[src/rtl/cfgx_pkg.sv]
package cfgx_pkg;

  // Positions fixed by the configuration address format.
  localparam int CFG_ADDR_W  = 32;
  localparam int EN_BIT      = 31;
  localparam int BUS_LSB     = 16;
  localparam int DEV_LSB     = 11;
  localparam int DEV_W       = 5;
  localparam int FN_LSB      = 8;
  localparam int FN_W        = 3;
  localparam int REG_LSB     = 2;
  localparam int REG_W       = 6;
  localparam int IDSEL_LSB   = 11;

  typedef enum logic [1:0] {
    SZ_BYTE = 2'd0,
    SZ_HALF = 2'd1,
    SZ_WORD = 2'd2,
    SZ_BAD  = 2'd3
  } size_code_e;

  // Decoded request class, one bit per outcome.
  typedef struct packed {
    logic accept;
    logic refuse;
    logic malformed;
    logic no_dev;
  } outcome_t;

endpackage

[src/rtl/cfgx_addr_split.sv]
module cfgx_addr_split
  import cfgx_pkg::*;
#(
  parameter int LOW_W   = 16,
  parameter int MAP_W   = 16,
  localparam int COMB_W  = LOW_W + MAP_W,
  localparam int IDSEL_W = COMB_W - IDSEL_LSB
) (
  input  logic [LOW_W-1:0]   low_addr,
  input  logic [MAP_W-1:0]   map_hi,
  output logic [IDSEL_W-1:0] idsel,
  output logic [FN_W-1:0]    fn_num,
  output logic [7:0]         reg_off
);

  logic [COMB_W-1:0] combined;
  logic              unused_low;

  // offset in the low half, mapping bits in the high half
  assign combined = {map_hi, low_addr};

  assign idsel   = combined[COMB_W-1:IDSEL_LSB];
  assign fn_num  = combined[FN_LSB +: FN_W];
  // register number stays in place, low two bits forced to zero
  assign reg_off = {combined[REG_LSB +: REG_W], 2'b00};

  assign unused_low = ^combined[REG_LSB-1:0];

endmodule

[src/rtl/cfgx_lsb_index.sv]
module cfgx_lsb_index #(
  parameter int W     = 21,
  localparam int IDX_W = (W > 1) ? $clog2(W) : 1
) (
  input  logic [W-1:0]     vec,
  output logic [IDX_W-1:0] idx,
  output logic             none
);

  logic [W-1:0] iso;

  // Keep only the lowest set bit (two's complement trick).
  assign iso  = vec & (~vec + W'(1));
  assign none = ~|vec;

  // Encode the isolated bit: index bit j is the OR of positions with bit j set.
  for (genvar j = 0; j < IDX_W; j++) begin : g_bit
    logic [W-1:0] sel;
    for (genvar i = 0; i < W; i++) begin : g_pos
      assign sel[i] = iso[i] & 1'(((i >> j) & 1));
    end
    assign idx[j] = |sel;
  end

endmodule

[src/rtl/cfgx_resp_reg.sv]
module cfgx_resp_reg
  import cfgx_pkg::*;
#(
  parameter int DATA_W = 32
) (
  input  logic                  clk,
  input  logic                  rst,
  input  logic                  take,
  input  outcome_t              oc,
  input  logic                  we_in,
  input  logic [1:0]            size_in,
  input  logic [CFG_ADDR_W-1:0] addr_in,
  input  logic                  ones_en,
  input  logic [DATA_W-1:0]     ones_in,
  output logic                  cfg_valid,
  output logic                  cfg_we,
  output logic [1:0]            cfg_size,
  output logic [CFG_ADDR_W-1:0] cfg_addr,
  output logic                  clr_abort,
  output logic                  refused,
  output logic                  bad_req,
  output logic                  idsel_err,
  output logic                  rd_ones_valid,
  output logic [DATA_W-1:0]     rd_ones
);

  always_ff @(posedge clk) begin
    if (rst) begin
      cfg_valid     <= 1'b0;
      cfg_we        <= 1'b0;
      cfg_size      <= 2'd0;
      cfg_addr      <= '0;
      clr_abort     <= 1'b0;
      refused       <= 1'b0;
      bad_req       <= 1'b0;
      idsel_err     <= 1'b0;
      rd_ones_valid <= 1'b0;
      rd_ones       <= '0;
    end else begin
      cfg_valid     <= take & oc.accept;
      clr_abort     <= take & oc.accept;
      refused       <= take & oc.refuse;
      bad_req       <= take & oc.malformed;
      idsel_err     <= take & oc.no_dev;
      rd_ones_valid <= take & ones_en;
      rd_ones       <= (take & ones_en) ? ones_in : '0;
      if (take & oc.accept) begin
        cfg_we   <= we_in;
        cfg_size <= size_in;
        cfg_addr <= addr_in;
      end
    end
  end

  AST_ONE_OUTCOME: assert property (@(posedge clk) disable iff (rst)
    $onehot0({cfg_valid, refused, bad_req, idsel_err}));

  AST_ONES_NOT_WITH_CYCLE: assert property (@(posedge clk) disable iff (rst)
    rd_ones_valid |-> !cfg_valid);

endmodule

[src/rtl/cfgx_translator.sv]
module cfgx_translator
  import cfgx_pkg::*;
#(
  parameter int LOW_W       = 16,
  parameter int MAP_W       = 16,
  parameter int MAP_REG_W   = 32,
  parameter int DISABLE_BIT = 16,
  parameter int BUS_W       = 8,
  parameter int DATA_W      = 32
) (
  input  logic                  clk,
  input  logic                  rst,
  input  logic                  req_rd,
  input  logic                  req_wr,
  input  logic [LOW_W-1:0]      req_addr,
  input  logic [1:0]            req_size,
  input  logic [MAP_REG_W-1:0]  map_reg,
  input  logic [BUS_W-1:0]      bus_num,
  output logic                  cfg_valid,
  output logic                  cfg_we,
  output logic [1:0]            cfg_size,
  output logic [CFG_ADDR_W-1:0] cfg_addr,
  output logic                  clr_abort,
  output logic                  refused,
  output logic                  bad_req,
  output logic                  idsel_err,
  output logic                  rd_ones_valid,
  output logic [DATA_W-1:0]     rd_ones
);

  localparam int COMB_W  = LOW_W + MAP_W;
  localparam int IDSEL_W = COMB_W - IDSEL_LSB;
  localparam int IDX_W   = (IDSEL_W > 1) ? $clog2(IDSEL_W) : 1;
  localparam int LANES   = DATA_W / 8;

  logic [IDSEL_W-1:0]    idsel;
  logic [FN_W-1:0]       fn_num;
  logic [7:0]            reg_off;
  logic [IDX_W-1:0]      dev_idx;
  logic                  idsel_none;
  logic                  any_req;
  logic                  disabled;
  logic                  malformed;
  outcome_t              oc;
  logic [CFG_ADDR_W-1:0] addr_nx;
  logic [LANES-1:0]      lane_on;
  logic [DATA_W-1:0]     sized_mask;
  logic [DATA_W-1:0]     ones_nx;
  logic                  ones_en;
  logic                  unused_map;

  assign unused_map = ^map_reg;

  cfgx_addr_split #(
    .LOW_W (LOW_W),
    .MAP_W (MAP_W)
  ) u_split (
    .low_addr (req_addr),
    .map_hi   (map_reg[MAP_W-1:0]),
    .idsel    (idsel),
    .fn_num   (fn_num),
    .reg_off  (reg_off)
  );

  // device number is the lowest set device-select bit
  cfgx_lsb_index #(
    .W (IDSEL_W)
  ) u_dev (
    .vec  (idsel),
    .idx  (dev_idx),
    .none (idsel_none)
  );

  // Outcome decode; priority: disable, malformed, no device.
  assign any_req   = req_rd | req_wr;
  assign disabled  = map_reg[DISABLE_BIT];
  assign malformed = (req_size == SZ_BAD) | (req_rd & req_wr);

  always_comb begin
    oc           = '0;
    oc.refuse    = disabled;
    oc.malformed = !disabled & malformed;
    oc.no_dev    = !disabled & !malformed & idsel_none;
    oc.accept    = !disabled & !malformed & !idsel_none;
  end

  // cycle address layout with the enable bit set
  always_comb begin
    addr_nx                    = '0;
    addr_nx[EN_BIT]            = 1'b1;
    addr_nx[BUS_LSB +: BUS_W]  = bus_num;
    addr_nx[DEV_LSB +: DEV_W]  = DEV_W'(dev_idx);
    addr_nx[FN_LSB +: FN_W]    = fn_num;
    addr_nx[7:0]               = reg_off;
  end

  // Sized all-ones data: lane b is on when it lies inside the access width.
  for (genvar b = 0; b < LANES; b++) begin : g_lane
    assign lane_on[b] = (req_size == SZ_BAD) || (b < (1 << req_size));
    assign sized_mask[b*8 +: 8] = {8{lane_on[b]}};
  end

  assign ones_nx = oc.malformed ? '1 : sized_mask;
  assign ones_en = req_rd & !oc.accept;

  cfgx_resp_reg #(
    .DATA_W (DATA_W)
  ) u_resp (
    .clk           (clk),
    .rst           (rst),
    .take          (any_req),
    .oc            (oc),
    .we_in         (req_wr),
    .size_in       (req_size),
    .addr_in       (addr_nx),
    .ones_en       (ones_en),
    .ones_in       (ones_nx),
    .cfg_valid     (cfg_valid),
    .cfg_we        (cfg_we),
    .cfg_size      (cfg_size),
    .cfg_addr      (cfg_addr),
    .clr_abort     (clr_abort),
    .refused       (refused),
    .bad_req       (bad_req),
    .idsel_err     (idsel_err),
    .rd_ones_valid (rd_ones_valid),
    .rd_ones       (rd_ones)
  );

  AST_DISABLE_BLOCKS: assert property (@(posedge clk) disable iff (rst)
    (any_req && disabled) |=> (refused && !cfg_valid));

  AST_NO_DEV_FLAG: assert property (@(posedge clk) disable iff (rst)
    (any_req && !disabled && !malformed && (idsel == '0)) |=> (idsel_err && !cfg_valid));

  AST_CLEAR_ON_ISSUE: assert property (@(posedge clk) disable iff (rst)
    (any_req && !disabled && !malformed && (idsel != '0)) |=> (cfg_valid && clr_abort));

  AST_ENABLE_SET: assert property (@(posedge clk) disable iff (rst)
    cfg_valid |-> (cfg_addr[EN_BIT] && (cfg_addr[1:0] == 2'b00)));

  AST_IDLE_QUIET: assert property (@(posedge clk) disable iff (rst)
    !any_req |=> !(cfg_valid || refused || bad_req || idsel_err));

  AST_BAD_SIZE: assert property (@(posedge clk) disable iff (rst)
    (any_req && !disabled && (req_size == SZ_BAD)) |=> (bad_req && !cfg_valid));

endmodule

[config.mk]
export PLATFORM = sky130hd
export DESIGN_NAME = cfgx_translator
export DESIGN_NICKNAME = d
export VERILOG_FILES = /design/src/rtl/cfgx_pkg.sv /design/src/rtl/cfgx_addr_split.sv /design/src/rtl/cfgx_lsb_index.sv /design/src/rtl/cfgx_resp_reg.sv /design/src/rtl/cfgx_translator.sv
export SDC_FILE = /design/constraint.sdc
export NUM_CORES = 1
export LEC_CHECK = 0
export BUFFER_PORTS_ARGS = -buffer_cell sky130_fd_sc_hd__buf_2
export CORE_ASPECT_RATIO = 0.9
export CORE_MARGIN = 2
export CORE_UTILIZATION = 49
export CTS_CLUSTER_DIAMETER = 120
export CTS_CLUSTER_SIZE = 25
export DETAILED_ROUTE_END_ITERATION = 6
export PLACE_DENSITY = 0.82
export SLEW_MARGIN = 5
export SYNTH_ARGS = -nofsm -noshare
export SYNTH_HDL_FRONTEND = slang
export SYNTH_HIERARCHICAL = 1
export SYNTH_SLANG_ARGS = --single-unit
[constraint.sdc]
create_clock -name clk -period 2.74 [get_ports clk]
set_clock_uncertainty 0.1 [all_clocks]
set_input_delay 0.137 -clock clk [delete_from_list [all_inputs] [get_ports clk]]
set_output_delay 0.137 -clock clk [all_outputs]
set_load 0.01 [all_outputs]
=== Yosys cells after proc, flatten, opt, wreduce, memory -nomap -nowiden ===
Cells that the tools add are included.

* Multipliers: 0
* Equal/unequal tests: 1
* Bitwise operators: 16
* Div/mod/pow operators: 0
* Muxes and demuxes: 1
* Reductions and logical operators: 15
* Shift-type cells: 1
* $lt $le $gt $ge: 4
* Add/subtract/negate cells: 1

{| class="wikitable"
|+ Operators with widths
! cell !! count
|-
| 3-bit by 32-bit less-than comparator with 1-bit output (first input constant) || 2
|-
| 1-bit by 32-bit less-than comparator with 1-bit output (first input constant) || 1
|-
| 2-bit by 32-bit less-than comparator with 1-bit output (first input constant) || 1
|-
| 32-bit two-way mux || 1
|-
| 1-bit by 2-bit << shifter with 32-bit output (first input constant) || 1
|-
| 21-bit by 1-bit adder with 21-bit output (second input constant) || 1
|-
| 21-bit AND || 1
|-
| 21-bit inverter || 1
|-
| 21-bit OR reduction || 1
|-
| 10-bit OR reduction || 2
|-
| 1-bit AND || 11
|-
| 9-bit OR reduction || 1
|-
| 8-bit OR reduction || 1
|-
| 5-bit OR reduction || 1
|-
| 1-bit zero test || 4
|-
| 1-bit logical OR || 4
|-
| 2-bit equality test (second input constant) || 1
|-
| 1-bit bitwise OR || 2
|-
| 2-bit OR reduction || 1
|-
| 1-bit inverter || 1
|}

* ROM bits: 0
* Output and inout bits: 73
* Bits in latches: 0
* Bits in registers: 63
* Memory bits (writable): 0
* Word-level logic and storage cells: 48
* Bits of input ports: 62
* Memories: 0

=== Logic depth before layout (Yosys ltp) ===
Gate-level depths: netlist (run 1).

* Depth after elaboration: 10
* Depth in mapped cells: 10
* Depth with buffers taken out: 8

=== Cells and area by module ===
The synthesis (run 1) kept the hierarchy.

{| class="wikitable"
|+ Modules (own cells, without submodules)
! module !! area each (sq um) !! cells an instance !! sequential area each (sq um) !! instances
|-
| cfgx_resp_reg || 2,566.2 || 240 || 1,441.4 || 1
|-
| cfgx_lsb_index || 266.5 || 46 || 0.0 || 1
|-
| cfgx_addr_split || 244.0 || 33 || 0.0 || 1
|-
| cfgx_translator || 90.1 || 15 || 0.0 || 1
|}

=== Worst setup path after synthesis (run 1) ===
Ideal clock, no wire load.

* Kind: input to register
* Start point: input port map_reg[5]
* End point: register, netlist name u_resp/cfg_addr[0]
* Arrival: 1.791 ns
* Stages on the path: 10
* Data required time: 2.570 ns
* Library setup time: 0.070 ns
* Slack: 0.779 ns
* Path buffers: 3
* Path through: buf_4 > nor4_1 > and4_1 > nand2_1 > nor3_1 > nor3_1 > buf_4 > buf_6 > a21bo_2 > a21oi_1

{| class="wikitable"
|+ RTL lines
! item !! RTL line !! RTL
|-
| start: declaration || cfgx_translator.sv:17 || <nowiki>input logic [MAP_REG_W-1:0] map_reg,</nowiki>
|}

==> impl_metrics.json, run 1 <==
{
  "status": "completed",
  "ios": 135,
  "area_growth_pct": 24.81,
  "yosysWarnings": 6,
  "cp_max_fo": 52,
  "fin_area_sq_um": 3953,
  "slowest_stage": "nor3_1",
  "place_area_sq_um": 3526,
  "totalWireLength_um": 6321,
  "placementRows": 27,
  "clock-root-buffer": "clkbuf_8",
  "rsz0062_at_grt": "no",
  "grt_overflow": 0,
  "coreArea_sq_um": 6182,
  "synthTopCellsByArea": "dfxtp_1, a21bo_2, buf_4",
  "place_inst": 500,
  "clkPwrFrac_pct": 39.9,
  "yosys.cell_count.top_type": "dfxtp_1",
  "swShare_pct": 24.37,
  "clk_latency_ps": 330,
  "dp_hpwl_um": 4287,
  "die_area_sq_um": 7123,
  "fin_crit_ps": 2098,
  "ctsLongestPathBuffers": 2,
  "nets": 506,
  "final_util_pct": 63.93,
  "power.internal_mw": 1.748,
  "nFillCells": 512,
  "p_per_area_nw_per_um2": 584.7,
  "grt_max_degree": 53,
  "fp.dieW_um": 88.74,
  "antenna_found_initial": 0,
  "place_congestion": 0.8582,
  "r2r_setup_slack_ps": 1870,
  "hold_viol": 0,
  "synthFlopType": "dfxtp_1",
  "dieHeight_um": 80.27,
  "postCtsSetupRepairBufs": 0,
  "initial_core_util_pct": 51.22,
  "start_kind": "input port",
  "max_slew.worst_pin.slew_ps": 800.6,
  "grt_util_all_layers_pct": 18.54,
  "regArea_sq_um": 1441,
  "cap_violations": 0,
  "synth_edf_count": 0,
  "avgSynthCellArea_sq_um": 9.481,
  "ys_types": 35,
  "vias_per_cell": 4.752,
  "grt_pass1_vias": 2281,
  "setup_violations": 0,
  "fin_tns_setup_ps": 0,
  "yosysTopAreaCell": "dfxtp_1",
  "power.switching_mw": 0.5631,
  "critPathBufInv": 2,
  "seq_power_share_pct": 47.8,
  "synth_async_sr_flop_share_pct": 0,
  "fmax_mhz": 476.7,
  "slew_headroom_pct": 46.63,
  "synth_top_area_share_pct": 45.52,
  "power.share.combinational_pct": 12.3,
  "num_antenna_cells": 0,
  "wl_per_cell_um": 11.79,
  "synthCells": 334,
  "drive_above_1_share_pct": 39.87,
  "worstPathCellList": "buf_2, nor4_1, and4_1, nand2_1, nor3_1, nor3_2, buf_4, a21bo_2, a21oi_1",
  "synth_area_sq_um": 3167,
  "vias": 2547,
  "clk_pin_slew_worst_paths_ps": 80,
  "cts_resized": 0,
  "crit_arrival_ps": 2250,
  "slew_violations": 0,
  "htreeDepth": 3,
  "hold_class": "input port to register",
  "cpLargestDelayFamily": "simple AND/OR/NAND/NOR gates",
  "irDropWorstVdd_mv": 0.3641,
  "drc": 0,
  "fin_crit_sh_pct": 76.56,
  "drtAntennaViolNets": 0,
  "drt_iter0_drc": 85,
  "synth_seq_area_share_pct": 45.52,
  "required_ps": 2890,
  "tritoncts": "yes",
  "fin_cells": 536,
  "synth_common_cells": "dfxtp_1, a21oi_1, buf_4",
  "cts_made_buffers": 9,
  "cpPeakStageDelay_ps": 390,
  "multiInputGateArea_sq_um": 1353,
  "path_class": "input port to register",
  "portBuffers": 117,
  "synth-seq-cells": 72,
  "dr.pass1.iters": 5,
  "grt_first_pass_wirelength_um": 10230,
  "cts.sink_count": 72,
  "p_leak_nw": 1.868,
  "endpoint_kind": "register"
}
[worst register-to-register path, stage by stage (launching register included)]
cell and delay (ps):
dfxtp_1 340, a21bo_2 230, a21oi_1 140
[cell type report]
class | instances | area share [%]
multi-input combinational | 217 | 34.22
inverter | 4 | 0.3799
clock inverter | 7 | 2.596
clock buffer | 9 | 3.134
sequential | 72 | 36.47
timing repair buffer | 140 | 20.45
tap | 87 | 2.754
[layer usage]
layer / vias to the layer above / GRT usage (%) / share of wire (%)
met1: 1153 / 21.00 / 43
met3: 12 / 7.400 / 7.6
met4: 0 / 6.515 / 1.6
met5: - / 0 / 0
li1: 1304 / - / -
met2: 78 / 31.34 / 48
[cell usage in the layout (no fill, tap or decap), types with 4 or more instances in the layout]
master and count:
a21bo_2 35, a21oi_1 40, and2_1 35, buf_2 117, clkbuf_8 9, conb_1 18
dfxtp_1 72, dlygate4sd3_1 20, inv_1 4, nand2_1 6, nand3_1 35, nor2_1 12
nor3_1 4
[power by group through the flow]
| stage | logic [mW] | registers [mW] | clock network [mW] |
|---|---|---|---|
| 6_report | 0.284 | 1.10 | 0.922 |
| 5_1_grt | 0.319 | 1.11 | 0.989 |
| 4_1_cts | 0.285 | 1.10 | 0.946 |
| 3_5_place_dp | 0.262 | 1.13 | 0 |
| 3_3_place_gp | 0.255 | 1.13 | 0 |
| 2_1_floorplan | 0.187 | 1.15 | 0 |
[registers in the layout (all words and copies together) (netlist names)]
name and count:
u_resp/cfg_size 2, u_resp/refused 1, u_resp/cfg_we 1, u_resp/clr_abort 1, u_resp/rd_ones_valid 1, u_resp/cfg_addr 32
u_resp/rd_ones 32, u_resp/bad_req 1, u_resp/idsel_err 1
[worst paths after layout]
check / from / end / cells past startpoint
worst max-delay path: req_addr[13] / u_resp/cfg_addr[14] / 9
worst max register to register: u_resp/cfg_addr[21] / u_resp/cfg_addr[21] / 2
worst min register to register: u_resp/cfg_addr[0] / u_resp/cfg_addr[0] / 2
worst min-delay path: map_reg[16] / u_resp/refused / 2
[per-stage QoR]
stage	total power [mW]	hold slack, ps	setup slack, ps
2_1_floorplan	1.340	158.7	778.9
3_3_place_gp	1.383	289.1	376.3
3_5_place_dp	1.391	296.1	308.3
4_1_cts	2.335	17.40	660.9
5_1_grt	2.417	21.53	448.7
6_report	2.311	33.09	642.3
[kinds of logic (layout without fill, tap and decap cells)]
| logic type | count (synthesis) | in the layout | synth area share [%] |
|---|---|---|---|
| and+or+nand+nor | 109 | 109 | 19.52 |
| DFF | 72 | 72 | 45.52 |
| buffers and inverters | 60 | 160 | 13.71 |
| AOI/OAI and AO/OA | 90 | 90 | 20.90 |
| other | 3 | 18 | 0.3556 |
[what timing repair did]
| action | in CTS | in global routing |
|---|---|---|
| setup endpoints to repair | 0 | 0 |
| endpoints found under the hold margin | 20 | 0 |
| hold buffers | 20 | 0 |
Note: power is estimated with default switching activity, not from simulation.
==> inputs of run 2 (changes only) <==
==> constraint.sdc (replaced) <==
create_clock -name clk -period 2 [get_ports clk]
set_clock_uncertainty 0.1 [all_clocks]
set_input_delay 0.1 -clock clk [delete_from_list [all_inputs] [get_ports clk]]
set_output_delay 0.1 -clock clk [all_outputs]
set_load 0.01 [all_outputs]
==> run 2 against run 1 <==
  * Final area grew 4.9%
  * Sequential power is 37% higher
  * Sequential cell count unchanged
  * Highest routed layer unchanged
  * Largest power group unchanged
  * Cell count grew 3.2%
  * Via count increased by 4.1%
  * Non-clock buffer count is 13 higher
  * Critical path depth shrank 2
==> impl_metrics.json, run 2 (synthesis results as in run 1) <==
{
  "status": "completed",
  "slew_violations": 0,
  "htreeDepth": 3,
  "place_congestion": 0.9021,
  "drc": 0,
  "cpPeakStageDelay_ps": 550,
  "placementRows": 27,
  "fmax_mhz": 536.0,
  "endpoint_kind": "register",
  "max_slew.worst_pin.slew_ps": 572.8,
  "worstPathCellList": "dlygate4sd3_1, buf_2, a22o_2, nor3_2, buf_12, a21bo_2, a21oi_1",
  "grt_pass1_vias": 2322,
  "wl_per_cell_um": 12.66,
  "vias_per_cell": 4.794,
  "final_util_pct": 67.05,
  "cp_max_fo": 24,
  "antenna_found_initial": 0,
  "p_per_area_nw_per_um2": 775.8,
  "crit_start": "req_size[0]",
  "slew_headroom_pct": 61.41,
  "place_area_sq_um": 3666,
  "clk_latency_ps": 340,
  "crit_arrival_ps": 1970,
  "fin_crit_ps": 1866,
  "power.switching_mw": 0.7917,
  "fin_area_sq_um": 4145,
  "hold_start": "map_reg[2]",
  "path_class": "input port to register",
  "drive_above_1_share_pct": 42.15,
  "fin_tns_setup_ps": 0,
  "ctsLongestPathBuffers": 2,
  "place_inst": 512,
  "grt_max_degree": 51,
  "initial_core_util_pct": 51.22,
  "coreArea_sq_um": 6182,
  "reg.largest.list": "u_resp/cfg_addr x32, u_resp/rd_ones x32, u_resp/cfg_size x2",
  "cts_made_buffers": 9,
  "cap_violations": 0,
  "ios": 135,
  "hold_viol": 0,
  "seq_power_share_pct": 47.1,
  "hold_class": "input port to register",
  "setup_violations": 0,
  "power.internal_mw": 2.424,
  "grt_first_pass_wirelength_um": 10490,
  "cpLargestDelayFamily": "buffers and inverters",
  "critPathBufInv": 3,
  "swShare_pct": 24.62,
  "nets": 522,
  "power.share.combinational_pct": 13.6,
  "final_cell_mix": "buf_2, dfxtp_1, a21oi_1",
  "vias": 2651,
  "drt_iter0_drc": 146,
  "slowest_stage": "dlygate4sd3_1",
  "irDropWorstVdd_mv": 0.8066,
  "r2r-start": "u_resp/cfg_addr[1]",
  "p_leak_nw": 1.970,
  "fin_crit_sh_pct": 93.28,
  "required_ps": 2110,
  "holdWs_ps": 66.89,
  "clkPwrFrac_pct": 39.3,
  "rsz0062_at_grt": "no",
  "start_kind": "input port",
  "grt_util_all_layers_pct": 19.17,
  "clk_pin_slew_worst_paths_ps": 80,
  "fp.dieW_um": 88.74,
  "dp_hpwl_um": 4522,
  "dieHeight_um": 80.27,
  "final_common_cell": "buf_2",
  "clock-root-buffer": "clkbuf_8",
  "tritoncts": "yes",
  "dr.pass1.iters": 4,
  "cts.sink_count": 72,
  "die_area_sq_um": 7123,
  "totalWireLength_um": 7001,
  "fin_cells": 553,
  "drtAntennaViolNets": 0,
  "portBuffers": 117,
  "grt_overflow": 0,
  "area_growth_pct": 30.90
}
run 2: path summary, 6_finish.rpt:
kind,to,slack (ps),cells after the start
hold reg to reg,u_resp/cfg_addr[11],470,2
hold / removal,u_resp/cfg_addr[14],70,6
setup reg to reg,u_resp/cfg_addr[1],1100,2
setup / recovery,u_resp/cfg_addr[1],130,7
run 2: power by group through the flow:
stage | Clock (mW) | Combinational, mW | Sequential [mW]
floorplan | 0 | 0.257 | 1.58
global route | 1.36 | 0.480 | 1.52
detailed placement | 0 | 0.391 | 1.55
global placement | 0 | 0.381 | 1.54
finish | 1.27 | 0.438 | 1.51
CTS | 1.30 | 0.424 | 1.51
run 2: metal layers:
metal  global-route usage [%]  part of all wire (%)  vias up
met5                        0                     0        -
met4                    8.636                   2.2        0
met3                    7.091                   7.4       18
met2                    32.09                    48      104
met1                    21.54                    42     1183
li1                         -                     -     1346
run 2: repair_timing:
item,4_1_cts,5_1_grt
gates resized for setup,0,6
endpoints found under the setup margin,0,32
hold buffers,21,0
endpoints found under the hold margin,21,0
buffers inserted,0,0
run 2: cell type report:
class                   count  area (sq um)
fillers                   487          2037
flip-flops and latches     72          1441
multi-input cells         220          1393
repair buffers            153         958.4
clock buffers               9         123.9
well taps                  87         108.9
clock inverters             7         102.6
inverters                   4         15.01
diodes                      1         2.502
run 2: metrics by stage:
stage          power [mW]  setup slack (ps)
6_report            3.216             134.4
3_3_place_gp        1.925            -237.1
3_5_place_dp        1.937            -311.8
4_1_cts             3.237             56.28
2_1_floorplan       1.836             75.88
5_1_grt             3.360             72.70
run 2: worst min-delay path: stages:
cell and delay [ps]:
buf_2 100, nor2_1 50, nand2_1 60, a21oi_1 40
nand3_1 50, a21oi_1 50
==> inputs of run 3 (changes only) <==
--- a/config.mk
+++ b/config.mk
@@ -8,11 +8,11 @@
 export BUFFER_PORTS_ARGS = -buffer_cell sky130_fd_sc_hd__buf_2
 export CORE_ASPECT_RATIO = 0.9
 export CORE_MARGIN = 2
-export CORE_UTILIZATION = 49
+export CORE_UTILIZATION = 44
 export CTS_CLUSTER_DIAMETER = 120
 export CTS_CLUSTER_SIZE = 25
 export DETAILED_ROUTE_END_ITERATION = 6
-export PLACE_DENSITY = 0.82
+export PLACE_DENSITY = 0.78
 export SLEW_MARGIN = 5
 export SYNTH_ARGS = -nofsm -noshare
 export SYNTH_HDL_FRONTEND = slang
==> constraint.sdc (replaced) <==
create_clock -name clk -period 1.7 [get_ports clk]
set_clock_uncertainty 0.1 [all_clocks]
set_input_delay 0.085 -clock clk [delete_from_list [all_inputs] [get_ports clk]]
set_output_delay 0.085 -clock clk [all_outputs]
set_load 0.01 [all_outputs]
==> run 3 against run 2 <==
  * Combinational power increased by 20%
  * Via count decreased by 1.6%
  * Clock power increased by 6%
  * Critical path depth decreased by 1
  * Sequential cell count unchanged
  * Die area increased by 11%
  * Critical path type unchanged
  * Critical endpoint is now u_resp/cfg_addr[23]
==> impl_metrics.json, run 3 (synthesis results as in run 1) <==
{
  "min_path_cells": 6,
  "p_per_area_nw_per_um2": 870.8,
  "status": "completed",
  "grt_max_degree": 41,
  "required_ps": 1870,
  "hold_start": "map_reg[2]",
  "tritoncts": "yes",
  "irDropWorstVdd_mv": 0.5875,
  "nets": 531,
  "cts.sink_count": 72,
  "clk_pin_slew_worst_paths_ps": 80,
  "reg.largest.list": "u_resp/cfg_addr x32, u_resp/rd_ones x32, u_resp/cfg_size x2",
  "worstHoldEndpoint": "u_resp/cfg_addr[14]",
  "place_area_sq_um": 3744,
  "dp_hpwl_um": 4857,
  "crit_arrival_ps": 1840,
  "place_congestion": 0.8411,
  "hold_class": "input port to register",
  "fin_crit_ps": 1669,
  "reg2reg_to": "u_resp/cfg_addr[7]",
  "drive_above_1_share_pct": 44.51,
  "regArea_sq_um": 1441,
  "power.switching_mw": 0.9282,
  "portBuffers": 117,
  "grt_pass1_vias": 2529,
  "nFillCells": 583,
  "max_slew.worst_pin.slew_ps": 618.1,
  "cap_violations": 0,
  "area_growth_pct": 32.91,
  "multiInputGateArea_sq_um": 1434,
  "dieHeight_um": 84.49,
  "grt_util_all_layers_pct": 18.40,
  "grt_first_pass_wirelength_um": 11420,
  "ios": 135,
  "vias_per_cell": 4.600,
  "endpoint_kind": "register",
  "coreArea_sq_um": 7003,
  "worst_r2r_path_depth": 2,
  "vias": 2608,
  "fin_tns_setup_ps": 0,
  "drc": 0,
  "fin_area_sq_um": 4209,
  "initial_core_util_pct": 45.22,
  "p_leak_nw": 1.994,
  "dp_slack_ps": -358.0,
  "ctsLongestPathBuffers": 2,
  "final_util_pct": 60.10,
  "final_cell_mix": "buf_2, dfxtp_1, a21oi_1",
  "dr.pass1.iters": 4,
  "layout_setup_ws_ps": 31.41,
  "r2r-start": "u_resp/cfg_addr[7]",
  "power.share.combinational_pct": 14.4,
  "drt_iter0_drc": 124,
  "wl_per_cell_um": 12.84,
  "fmax_mhz": 599.3,
  "cts_made_buffers": 9,
  "final_common_cell": "buf_2",
  "slew_violations": 0,
  "holdWs_ps": 23.54,
  "swShare_pct": 25.33,
  "grt_overflow": 0,
  "power.internal_mw": 2.737,
  "clkPwrFrac_pct": 37.0,
  "totalWireLength_um": 7283,
  "setup_violations": 0,
  "die_area_sq_um": 7893,
  "num_antenna_cells": 0,
  "slew_headroom_pct": 58.36,
  "antenna_found_initial": 0,
  "path_class": "input port to register",
  "clk_latency_ps": 340,
  "fin_crit_sh_pct": 98.15,
  "start_kind": "input port",
  "drtAntennaViolNets": 0,
  "fp.dieW_um": 93.43,
  "cp_max_fo": 38,
  "clock-root-buffer": "clkbuf_8",
  "placementRows": 29,
  "seq_power_share_pct": 48.7,
  "r2r_setup_slack_ps": 810,
  "htreeDepth": 3,
  "hold_viol": 0
}
==> run 3: cell count changes in the layout (fill, tap and decap cells not counted), moves of 2 or more <==
| cell | delta |
|---|---|
| nor3_4 | +2 |
| buf_12 | -2 |
| clkinvlp_4 | +3 |
| a21oi_1 | -2 |
| buf_4 | +12 |
| clkinv_4 | -2 |
| nor3_1 | -2 |
| a21oi_2 | +2 |
==> run 3: per-stage QoR <==
| step | cells | power (mW) |
|---|---|---|
| 6_report | 567 | 3.665 |
| 5_1_grt | 567 | 3.856 |
| 4_1_cts | 564 | 3.692 |
| 3_5_place_dp | 528 | 2.297 |
| 3_3_place_gp | 528 | 2.281 |
| 2_1_floorplan | 349 | 2.166 |
==> run 3: worst max-delay path by stage <==
stage / start / endpoint / slack, ps / cells after the start
after global routing: map_reg[5] / u_resp/cfg_addr[7] / -8 / 10
after global placement: map_reg[5] / u_resp/rd_ones[29] / -250 / 9
after CTS: req_size[0] / u_resp/cfg_addr[3] / 4 / 7
after detailed placement: map_reg[5] / u_resp/rd_ones[29] / -360 / 9
final: req_wr / u_resp/cfg_addr[23] / 30 / 6
after floorplan: map_reg[5] / u_resp/cfg_addr[0] / -80 / 10
==> run 3: cell type report <==
| type | instances | area share, % |
|---|---|---|
| multi-input combinational | 220 | 34.07 |
| sequential | 72 | 34.24 |
| inverter | 4 | 0.3567 |
| clock buffer | 10 | 3.270 |
| tap | 93 | 2.765 |
| timing repair buffer | 162 | 23.72 |
| clock inverter | 6 | 1.576 |
==> run 3: layer usage <==
metal	vias up	GRT usage, %	routed length, um
met3	4	7.989	524
met5	-	0	0
met2	84	30.87	3603
met4	0	3.743	50
met1	1159	21.98	3105
li1	1361	-	-
==> run 3: worst max-delay path, stage by stage <==
cell	delay [ps]
dlygate4sd3_1	540
buf_2	160
or2_2	360
buf_4	270
a21bo_2	250
a21oi_1	150
==> run 3: what timing repair did <==
action,4_1_cts,5_1_grt
setup endpoints to repair,0,68
setup buffers,0,0
hold buffers,20,0
hold endpoints to repair,20,0
gates resized for setup,0,11
==> run 3: power by group through the flow <==
stage                     clock network [mW]  logic, mW  registers, mW
after floorplan                            0      0.307           1.86
after global placement                     0      0.461           1.82
after detailed placement                   0      0.473           1.82
after CTS                               1.40      0.509           1.78
after global routing                    1.48      0.583           1.79
final                                   1.35      0.527           1.78
